===== src/rtl/wbuf_pkg.sv =====
package wbuf_pkg;
  typedef enum logic [1:0] {
    PORT_IDLE     = 2'd0,
    PORT_RD_ISSUE = 2'd1,
    PORT_RD_WAIT  = 2'd2
  } port_state_e;
endpackage


===== src/rtl/wbuf_store_fifo.sv =====
module wbuf_store_fifo #(
  parameter int DEPTH = 4,
  parameter int AW = 16,
  parameter int DW = 32,
  localparam int PW = (DEPTH > 1) ? $clog2(DEPTH) : 1,
  localparam int CW = $clog2(DEPTH + 1)
) (
  input  logic                       clk,
  input  logic                       rst_n,
  input  logic                       push,
  input  logic [AW-1:0]              push_addr,
  input  logic [DW-1:0]              push_data,
  input  logic                       pop,
  output logic [CW-1:0]              count,
  output logic [DEPTH-1:0][AW-1:0]   ord_addr,
  output logic [DEPTH-1:0][DW-1:0]   ord_data
);
  logic [AW-1:0] addr_q [DEPTH];
  logic [DW-1:0] data_q [DEPTH];
  logic [PW-1:0] head, tail;

  function automatic logic [PW-1:0] slot_of(input logic [PW-1:0] base, input int unsigned k);
    int unsigned s;
    s = int'(base) + k;
    if (s >= int'(DEPTH)) s = s - int'(DEPTH);
    return PW'(s);
  endfunction

  always_ff @(posedge clk) begin
    if (push) begin
      addr_q[tail] <= push_addr;
      data_q[tail] <= push_data;
    end
  end

  always_ff @(posedge clk or negedge rst_n) begin
    if (!rst_n) begin
      head  <= '0;
      tail  <= '0;
      count <= '0;
    end else begin
      if (push) tail <= slot_of(tail, 1);
      if (pop)  head <= slot_of(head, 1);
      case ({push, pop})
        2'b10:   count <= count + CW'(1);
        2'b01:   count <= count - CW'(1);
        default: count <= count;
      endcase
    end
  end

  // entries presented oldest first: index 0 is the head
  for (genvar k = 0; k < DEPTH; k++) begin : g_order
    assign ord_addr[k] = addr_q[slot_of(head, k)];
    assign ord_data[k] = data_q[slot_of(head, k)];
  end


  fifo_no_overflow_chk: assert property (@(posedge clk) disable iff (!rst_n)
    push |-> (count < CW'(DEPTH)));

  fifo_no_underflow_chk: assert property (@(posedge clk) disable iff (!rst_n)
    pop |-> (count != '0));

  fifo_hold_count_chk: assert property (@(posedge clk) disable iff (!rst_n)
    (push && pop) |=> (count == $past(count)));
endmodule


===== src/rtl/wbuf_match.sv =====
module wbuf_match #(
  parameter int DEPTH = 4,
  parameter int AW = 16,
  parameter int DW = 32,
  localparam int CW = $clog2(DEPTH + 1)
) (
  input  logic [AW-1:0]              look_addr,
  input  logic [CW-1:0]              count,
  input  logic [DEPTH-1:0][AW-1:0]   ord_addr,
  input  logic [DEPTH-1:0][DW-1:0]   ord_data,
  output logic                       hit,
  output logic [DW-1:0]              hit_data
);
  // scan oldest to youngest; a later match overrides, so the youngest wins
  always_comb begin
    hit      = 1'b0;
    hit_data = '0;
    for (int k = 0; k < DEPTH; k++) begin
      if ((CW'(k) < count) && (ord_addr[k] == look_addr)) begin
        hit      = 1'b1;
        hit_data = ord_data[k];
      end
    end
  end
endmodule


===== src/rtl/wbuf_port_arb.sv =====
module wbuf_port_arb
  import wbuf_pkg::*;
#(
  parameter int AW = 16,
  parameter int DW = 32
) (
  input  logic          clk,
  input  logic          rst_n,
  input  logic          rd_fire,
  input  logic          rd_hit,
  input  logic [AW-1:0] rd_addr,
  input  logic [DW-1:0] fwd_data,
  input  logic          drain_pending,
  input  logic [AW-1:0] head_addr,
  input  logic [DW-1:0] head_data,
  output logic          rd_ready,
  output logic          rsp_valid,
  output logic [DW-1:0] rsp_data,
  output logic          mem_req_valid,
  input  logic          mem_req_ready,
  output logic          mem_req_we,
  output logic [AW-1:0] mem_req_addr,
  output logic [DW-1:0] mem_req_wdata,
  input  logic          mem_rsp_valid,
  input  logic [DW-1:0] mem_rsp_data,
  output logic          pop
);
  port_state_e   state;
  logic [AW-1:0] miss_addr_q;

  assign rd_ready      = (state == PORT_IDLE);
  assign mem_req_we    = (state == PORT_IDLE);
  assign mem_req_valid = (state == PORT_RD_ISSUE) || ((state == PORT_IDLE) && drain_pending);
  assign mem_req_addr  = (state == PORT_RD_ISSUE) ? miss_addr_q : head_addr;
  assign mem_req_wdata = head_data;
  assign pop           = (state == PORT_IDLE) && drain_pending && mem_req_ready;

  always_ff @(posedge clk or negedge rst_n) begin
    if (!rst_n) begin
      state       <= PORT_IDLE;
      miss_addr_q <= '0;
      rsp_valid   <= 1'b0;
      rsp_data    <= '0;
    end else begin
      rsp_valid <= 1'b0;
      case (state)
        PORT_IDLE: begin
          if (rd_fire && rd_hit) begin
            rsp_valid <= 1'b1;
            rsp_data  <= fwd_data;
          end else if (rd_fire) begin
            miss_addr_q <= rd_addr;
            state       <= PORT_RD_ISSUE;
          end
        end
        PORT_RD_ISSUE: if (mem_req_ready) state <= PORT_RD_WAIT;
        PORT_RD_WAIT: begin
          if (mem_rsp_valid) begin
            rsp_valid <= 1'b1;
            rsp_data  <= mem_rsp_data;
            state     <= PORT_IDLE;
          end
        end
        default: state <= PORT_IDLE;
      endcase
    end
  end


  fwd_response_chk: assert property (@(posedge clk) disable iff (!rst_n)
    (rd_fire && rd_hit) |=> (rsp_valid && rsp_data == $past(fwd_data)));

  miss_issue_chk: assert property (@(posedge clk) disable iff (!rst_n)
    (rd_fire && !rd_hit) |=> (mem_req_valid && !mem_req_we && mem_req_addr == $past(rd_addr)));

  miss_blocks_read_chk: assert property (@(posedge clk) disable iff (!rst_n)
    (rd_fire && !rd_hit) |=> !rd_ready);
endmodule


===== src/rtl/store_bypass_buffer.sv =====
module store_bypass_buffer #(
  parameter int DEPTH = 4,
  parameter int AW = 16,
  parameter int DW = 32
) (
  input  logic          clk,
  input  logic          rst_n,
  input  logic          st_valid,
  output logic          st_ready,
  input  logic [AW-1:0] st_addr,
  input  logic [DW-1:0] st_data,
  input  logic          rd_valid,
  output logic          rd_ready,
  input  logic [AW-1:0] rd_addr,
  output logic          rsp_valid,
  output logic [DW-1:0] rsp_data,
  output logic          mem_req_valid,
  input  logic          mem_req_ready,
  output logic          mem_req_we,
  output logic [AW-1:0] mem_req_addr,
  output logic [DW-1:0] mem_req_wdata,
  input  logic          mem_rsp_valid,
  input  logic [DW-1:0] mem_rsp_data
);
  localparam int CW = $clog2(DEPTH + 1);

  logic [CW-1:0]            count;
  logic [DEPTH-1:0][AW-1:0] ord_addr;
  logic [DEPTH-1:0][DW-1:0] ord_data;
  logic push, pop, rd_fire, hit;
  logic [DW-1:0] hit_data;

  assign st_ready = (count < CW'(DEPTH));
  assign push     = st_valid && st_ready;
  assign rd_fire  = rd_valid && rd_ready;

  wbuf_store_fifo #(.DEPTH(DEPTH), .AW(AW), .DW(DW)) u_fifo (
    .clk(clk), .rst_n(rst_n), .push(push), .push_addr(st_addr), .push_data(st_data),
    .pop(pop), .count(count), .ord_addr(ord_addr), .ord_data(ord_data));

  wbuf_match #(.DEPTH(DEPTH), .AW(AW), .DW(DW)) u_match (
    .look_addr(rd_addr), .count(count), .ord_addr(ord_addr), .ord_data(ord_data),
    .hit(hit), .hit_data(hit_data));

  wbuf_port_arb #(.AW(AW), .DW(DW)) u_arb (
    .clk(clk), .rst_n(rst_n), .rd_fire(rd_fire), .rd_hit(hit), .rd_addr(rd_addr),
    .fwd_data(hit_data), .drain_pending(count != '0), .head_addr(ord_addr[0]),
    .head_data(ord_data[0]), .rd_ready(rd_ready), .rsp_valid(rsp_valid),
    .rsp_data(rsp_data), .mem_req_valid(mem_req_valid), .mem_req_ready(mem_req_ready),
    .mem_req_we(mem_req_we), .mem_req_addr(mem_req_addr), .mem_req_wdata(mem_req_wdata),
    .mem_rsp_valid(mem_rsp_valid), .mem_rsp_data(mem_rsp_data), .pop(pop));
endmodule


===== config.mk =====
export PLATFORM = sky130hd
export DESIGN_NAME = store_bypass_buffer
export DESIGN_NICKNAME = d
export VERILOG_FILES = /design/src/rtl/wbuf_pkg.sv /design/src/rtl/wbuf_store_fifo.sv /design/src/rtl/wbuf_match.sv /design/src/rtl/wbuf_port_arb.sv /design/src/rtl/store_bypass_buffer.sv
export SDC_FILE = /design/constraint.sdc
export NUM_CORES = 1
export LEC_CHECK = 0
export BUFFER_PORTS_ARGS = -buffer_cell sky130_fd_sc_hd__buf_4
export CORE_UTILIZATION = 38
export DETAILED_ROUTE_END_ITERATION = 16
export SLEW_MARGIN = 20
export SYNTH_ARGS = -nofsm -noshare
export SYNTH_HDL_FRONTEND = slang
export SYNTH_HIERARCHICAL = 1
export SYNTH_SLANG_ARGS = --single-unit
export TNS_END_PERCENT = 10

===== constraint.sdc =====
create_clock -name clk -period 3.8 [get_ports clk]
set_input_delay 0.57 -clock clk [delete_from_list [all_inputs] [get_ports clk]]
set_output_delay 0.57 -clock clk [all_outputs]
set_load 0.03 [all_outputs]

==> impl_metrics.yaml, run 1 <==
status:
  outcome: "finished clean"
drt:
  wire_per_inst_um: 24.2
  totalWireLength_um: 40300
  drt-pass1-iter-count: 5
  dr_total_vias: 9816
  first_iter_violations: 714
  vias_per_cell: 5.90
  final_antenna_net_count: 0
  drcViolationCount: 0
critical_path:
  r2r_slack_ns: 0.13
  crit_path_end_kind: "flip-flop"
  cp_max_fo: 34
  path_cells: "buf_12 -> mux4_2 -> xnor2_1 -> nand4_1 -> nor4_1 -> nand3_2 -> buf_4 -> o21ai_0 -> o21ai_1 -> mux2_2 -> mux2_4"
  cp.arrival_ns: 4.11
  path_class: "reg -> reg"
  critPathSlowestCell: "mux4_2"
  cpPeakStageDelay_ns: 0.55
  critPathLaunchType: "flip-flop"
  critical_path.top_delay_family: "multiplexers"
  required_ns: 4.24
  critPathBufInv: 2
floorplan:
  dieArea_um2: 42200
  core_um2: 40800
  start_util_pct: 38.6
  die_w_um: 206
  rows: 74
  io_pins: 187
  die_h_um: 206
logic_synthesis:
  synth-edff-count: 192
  synthAdderAreaFrac_pct: 0.525
  synthSimpleGateAreaFrac_pct: 4.59
  synth_mux_area_share_pct: 35.1
  synth_compound_area_share_pct: 4.31
  synth_top_area_share_pct: 36.6
  ys_async_sr_fraction_pct: 23.2
  synthesis.nets: 1093
  synth_area_um2: 15700
  synth_area_leaders: "edfxtp_1, mux4_2, dfrtp_1, mux2_2, mux2_4"
  avgSynthCellArea_um2: 16.0
  yosys.area.top_type: "edfxtp_1"
  synth_xor_area_share_pct: 3.99
  ys_warn_count: 6
  synth.distinct_cells: 42
  synth-seq-cells: 250
  synth_top_family_by_area: "multiplexers"
  postSynthCellCount: 985
  ys.flop_type: "edfxtp_1"
  synth-seq-area-share_pct: 45.8
  synthTopCellsByCount: "edfxtp_1, mux4_2, mux2_2"
timing:
  slew_violations: 0
  fmax_ghz: 0.273
  final-setup-viol-count: 0
  tightest_slew_ns: 0.963
  clock_skew_ns: 0.00989
  final.period_utilization_pct: 96.6
  rsz0062_at_grt: "false"
  hold_viol: 0
  min_period_ns: 3.67
  slew_headroom_pct: 35.8
  finalSetupTns_ns: 0
clock_network:
  cts_hold_buf: 0
  clk_pin_slew_worst_paths_ns: 0.07
  htreeDepth: 1
  clockBufferDepth: 3
  cts_setup_buffers: 0
  cts_tree: "built"
  cts_sinks: 250
  clk_latency_ns: 0.57
  cts_resized: 0
  cts-root-buf: "clkbuf_16"
  cts_buffers: 27
cells_and_area:
  layout.cells.non_filler: 1665
  drive_gt1_share_pct: 50.1
  layout.nets: 1219
  area.growth.synth_to_final_pct: 16.4
  fillers: 3552
  fin_util_pct: 44.9
  final_area_um2: 18300
worst_hold_path:
  hold_path_class: "in -> async"
grt:
  grt_usage_pct: 19.2
  grt_pass1_vias: 9892
  antenna_found_initial: 2
  grt_start_max_net_pins: 81
  grt_overflow: 0
  grt_pass1_wl_um: 61000
placement:
  dp.cells: 1614
  portBuffers: 186
  hpwlAfterDp_um: 26900
  place_congestion: 0.815
  dpl_cell_area_um2: 17400
power_and_ir_drop:
  ir_drop_mv: 0.440
  total_power_mw: 14.5
  p_per_area_nw_per_um2: 791
  power_leakage_nw: 6.46
job:
  cap_violations: 0
cell type report:
type	count	area (µm²)	area share, %
diodes	1	2.50	0.0137
clock buffers	36	719	3.93
clock inverters	14	218	1.19
inverters	6	22.5	0.123
multi-input cells	608	7670	41.9
flip-flops and latches	250	7220	39.4
well taps	532	666	3.63
repair buffers	218	1800	9.84
layout by cell type, fill, tap and decap left out, drive strengths merged, types with 36 or more instances in the layout:
master	n
buf	218
o21ai	67
xnor2	45
mux4	192
dfrtp	58
clkbuf	36
mux2	97
nand3	36
nand2	67
edfxtp	192
state kept, by name (all words and copies together), names as in the netlist:
| name | count |
|---|---|
| u_fifo/data_q | 128 |
| u_fifo/head | 2 |
| u_arb/rsp_valid | 1 |
| u_fifo/addr_q | 64 |
| u_arb/state | 2 |
| u_arb/miss_addr_q | 16 |
| u_fifo/tail | 2 |
| u_arb/rsp_data | 32 |
| u_fifo/count | 3 |
per-layer routing:
layer  vias to the layer above  GRT usage [%]  wire, µm
li1                       4250              -         -
met1                      5149           27.0     17100
met2                       366           30.9     19500
met3                        49           2.96      2860
met4                         2           5.11       735
met5                         -              0        17
cell families after synthesis:
logic type / after synthesis
AOI/OAI and AO/OA: 102
xor gates and xnor gates: 70
adders and majority gates: 6
buffers and inverters: 127
DFF: 250
muxes: 289
and+or+nand+nor: 141
per-stage QoR:
stage | hold slack (ns) | setup WS [ns]
4_1_cts | 0.140 | 0.162
3_3_place_gp | 0.484 | 0.155
3_5_place_dp | 0.490 | 0.176
2_1_floorplan | 0.274 | 0.456
6_report | 0.104 | 0.130
5_1_grt | 0.161 | 0.0124
worst paths after layout:
| kind | from | to | cells after the start |
|---|---|---|---|
| hold / removal | rst_n | u_arb/rsp_data[29]$_DFFE_PN0P_ | 1 |
| max in group asynchronous | rst_n | u_fifo/head[1]$_DFFE_PN0P_ | 1 |
| setup reg to reg | u_fifo/head[0]$_DFFE_PN0P_ | u_arb/rsp_data[24]$_DFFE_PN0P_ | 11 |
| min in group clk | st_data[29] | u_fifo/data_q[0][29]$_DFFE_PP_ | 1 |
| hold reg to reg | u_arb/miss_addr_q[15]$_DFFE_PN0P_ | u_arb/miss_addr_q[15]$_DFFE_PN0P_ | 1 |
| setup / recovery | u_fifo/head[0]$_DFFE_PN0P_ | u_arb/rsp_data[24]$_DFFE_PN0P_ | 11 |
power breakdown:
part	internal [mW]	total, mW	leakage [nW]	switching, mW
Sequential	3.58	4.03	2.49	0.451
Clock	1.68	2.80	0.453	1.12
Combinational	3.81	7.66	3.52	3.86
Total	9.07	14.5	6.46	5.43
worst register-to-register path, stage by stage, from the launching register on:
cell and delay (ns):
dfrtp_4 0.48, buf_12 0.24, mux4_2 0.57, xnor2_1 0.27, nand4_1 0.13, nor4_1 0.55, nand3_2 0.16, buf_4 0.31
o21ai_0 0.16, o21ai_1 0.13, mux2_2 0.28, mux2_4 0.25
(Power assumes the default switching activity.)
==> inputs of run 2 (changes only) <==
--- a/config.mk
+++ b/config.mk
@@ -8,6 +8,7 @@
 export BUFFER_PORTS_ARGS = -buffer_cell sky130_fd_sc_hd__buf_4
 export CORE_UTILIZATION = 38
 export DETAILED_ROUTE_END_ITERATION = 16
+export RECOVER_POWER = 50
 export SLEW_MARGIN = 20
 export SYNTH_ARGS = -nofsm -noshare
 export SYNTH_HDL_FRONTEND = slang
==> run 2 against run 1 <==
  * First-iteration DRC count rose by 5.7%
  * Utilization down 0.78 points
  * Critical path type unchanged
  * The run now ends with max-capacitance violations, max-slew violations left
  * Largest power group unchanged
  * Worst hold slack improved by 0.11 ns
  * Highest routed layer unchanged
  * Cell area is 1.7% lower
  * Sequential cell count is the same
  * Global-route usage unchanged
  * Total power down 1.1%
  * Setup slack better by 0.018 ns
==> impl_metrics.yaml, run 2 (synthesis gave the netlist of run 1 again) <==
floorplan:
  start_util_pct: 38.6
  io_pins: 187
  die_h_um: 206
  rows: 74
  core_um2: 40800
  dieArea_um2: 42200
  die_w_um: 206
critical_path:
  path_class: "reg -> reg"
  critical_path.top_delay_family: "multiplexers"
  crit_path_end_kind: "flip-flop"
  reg2regPathDepth: 11
  cp.arrival_ns: 4.10
  path_cells: "buf_12 -> mux4_2 -> xnor2_1 -> nand4_1 -> nor4_1 -> nand3_2 -> buf_4 -> o21ai_0 -> o21ai_1 -> mux2_2 -> mux2_4"
  critPathLaunchType: "flip-flop"
  cpPeakStageDelay_ns: 0.56
  required_ns: 4.24
  critPathSlowestCell: "nor4_1"
  r2r_slack_ns: 0.15
  cp_max_fo: 34
  r2r_start: "u_fifo/head[0]$_DFFE_PN0P_"
  reg2reg_to: "u_arb/rsp_data[24]$_DFFE_PN0P_"
  critPathBufInv: 2
cells_and_area:
  drive_gt1_share_pct: 42.7
  area.growth.synth_to_final_pct: 14.4
  max_flop_register: "u_fifo/data_q"
  reg.largest.list: "u_fifo/data_q x128, u_fifo/addr_q x64, u_arb/rsp_data x32"
  layout.nets: 1219
  fin_util_pct: 44.1
  sequential_cell_area_um2: 7220
  multiInputGateArea_um2: 7660
  final_area_um2: 18000
  largest_reg_flops: 128
  final_cell_mix: "mux4_2, edfxtp_1, buf_4"
  layout.cells.non_filler: 1665
  fillers: 3624
grt:
  grt_start_max_net_pins: 81
  antenna_found_initial: 3
  grt_overflow: 0
  grt_pass1_wl_um: 61000
  grt_pass1_vias: 9892
  grt_usage_pct: 19.2
timing:
  finalSetupTns_ns: 0
  rsz0062_at_grt: "false"
  worst_slack_ns: 0.148
  final.period_utilization_pct: 96.1
  fin_hold_ws_ns: 0.214
  final-setup-viol-count: 0
  fmax_ghz: 0.274
  slew_headroom_pct: -22.3
  tightest_slew_ns: 1.83
  hold_viol: 0
  clock_skew_ns: 0.00965
  slew_violations: 84
  min_period_ns: 3.65
power_and_ir_drop:
  p_sw_share_pct: 37.8
  seqPwrFrac_pct: 28.1
  power_switching_mw: 5.42
  ir_drop_mv: 0.426
  p_per_area_nw_per_um2: 796
  p_comb_share_pct: 52.4
  p_int_mw: 8.91
  power_leakage_nw: 6.14
  total_power_mw: 14.3
  power.share.clock_pct: 19.5
drt:
  drcViolationCount: 0
  totalWireLength_um: 40300
  final_antenna_net_count: 0
  vias_per_cell: 5.89
  drt-pass1-iter-count: 5
  first_iter_violations: 755
  dr_total_vias: 9811
  wire_per_inst_um: 24.2
clock_network:
  cts_hold_buf: 0
  cts_setup_buffers: 0
  htreeDepth: 1
  cts-root-buf: "clkbuf_16"
  clockBufferDepth: 3
  cts_resized: 0
  cts_tree: "built"
  cts_sinks: 250
  clk_pin_slew_worst_paths_ns: 0.06
  cts_buffers: 27
  clk_latency_ns: 0.57
worst_hold_path:
  hold_path_class: "in -> reg"
  hold_depth: 2
  holdCritStartpoint: "mem_rsp_valid"
  min_to: "u_arb/state[1]$_DFFE_PN0P_"
placement:
  place_ws_ns: 0.176
  hpwlAfterDp_um: 26900
  place_congestion: 0.815
  portBuffers: 186
  dpl_cell_area_um2: 17400
  dp.cells: 1614
status:
  violations: "max-capacitance violations, max-slew violations"
  outcome: "complete, but fails checks"
job:
  cap_violations: 2
[run 2: cell type report]
class                   instances  area share (%)
diodes                          1          0.0139
clock buffers                  36            4.00
well taps                     532            3.70
clock inverters                14            1.21
flip-flops and latches        250            40.1
repair buffers                218            8.29
inverters                       6           0.125
multi-input cells             608            42.5
[run 2: power groups by stage]
stage	clock, mW	sequential [mW]	combinational (mW)
floorplan	0	4.22	5.99
global placement	0	4.06	7.71
detailed placement	0	4.08	7.75
CTS	2.87	4.03	7.77
global route	2.98	4.11	8.00
finish	2.80	4.03	7.51
[run 2: worst max-delay path by stage]
stage | startpoint | end | slack (ns) | depth (start not counted)
final | u_fifo/head[0]$_DFFE_PN0P_ | u_arb/rsp_data[24]$_DFFE_PN0P_ | 0.15 | 11
after global routing | u_fifo/head[0]$_DFFE_PN0P_ | u_arb/rsp_data[24]$_DFFE_PN0P_ | 0.01 | 11
after CTS | u_fifo/head[0]$_DFFE_PN0P_ | mem_req_wdata[24] | 0.16 | 4
after detailed placement | u_fifo/head[0]$_DFFE_PN0P_ | u_arb/rsp_data[24]$_DFFE_PN0P_ | 0.18 | 11
after global placement | u_fifo/head[0]$_DFFE_PN0P_ | u_arb/rsp_data[0]$_DFFE_PN0P_ | 0.15 | 11
after floorplan | u_fifo/head[1]$_DFFE_PN0P_ | u_arb/miss_addr_q[10]$_DFFE_PN0P_ | 0.46 | 13
[run 2: routing by layer]
metal  part of all wire, %  track usage [%]
met1                    43             27.0
met2                    49             30.9
met3                   6.5             2.96
met4                   1.8             5.11
met5                 0.077                0
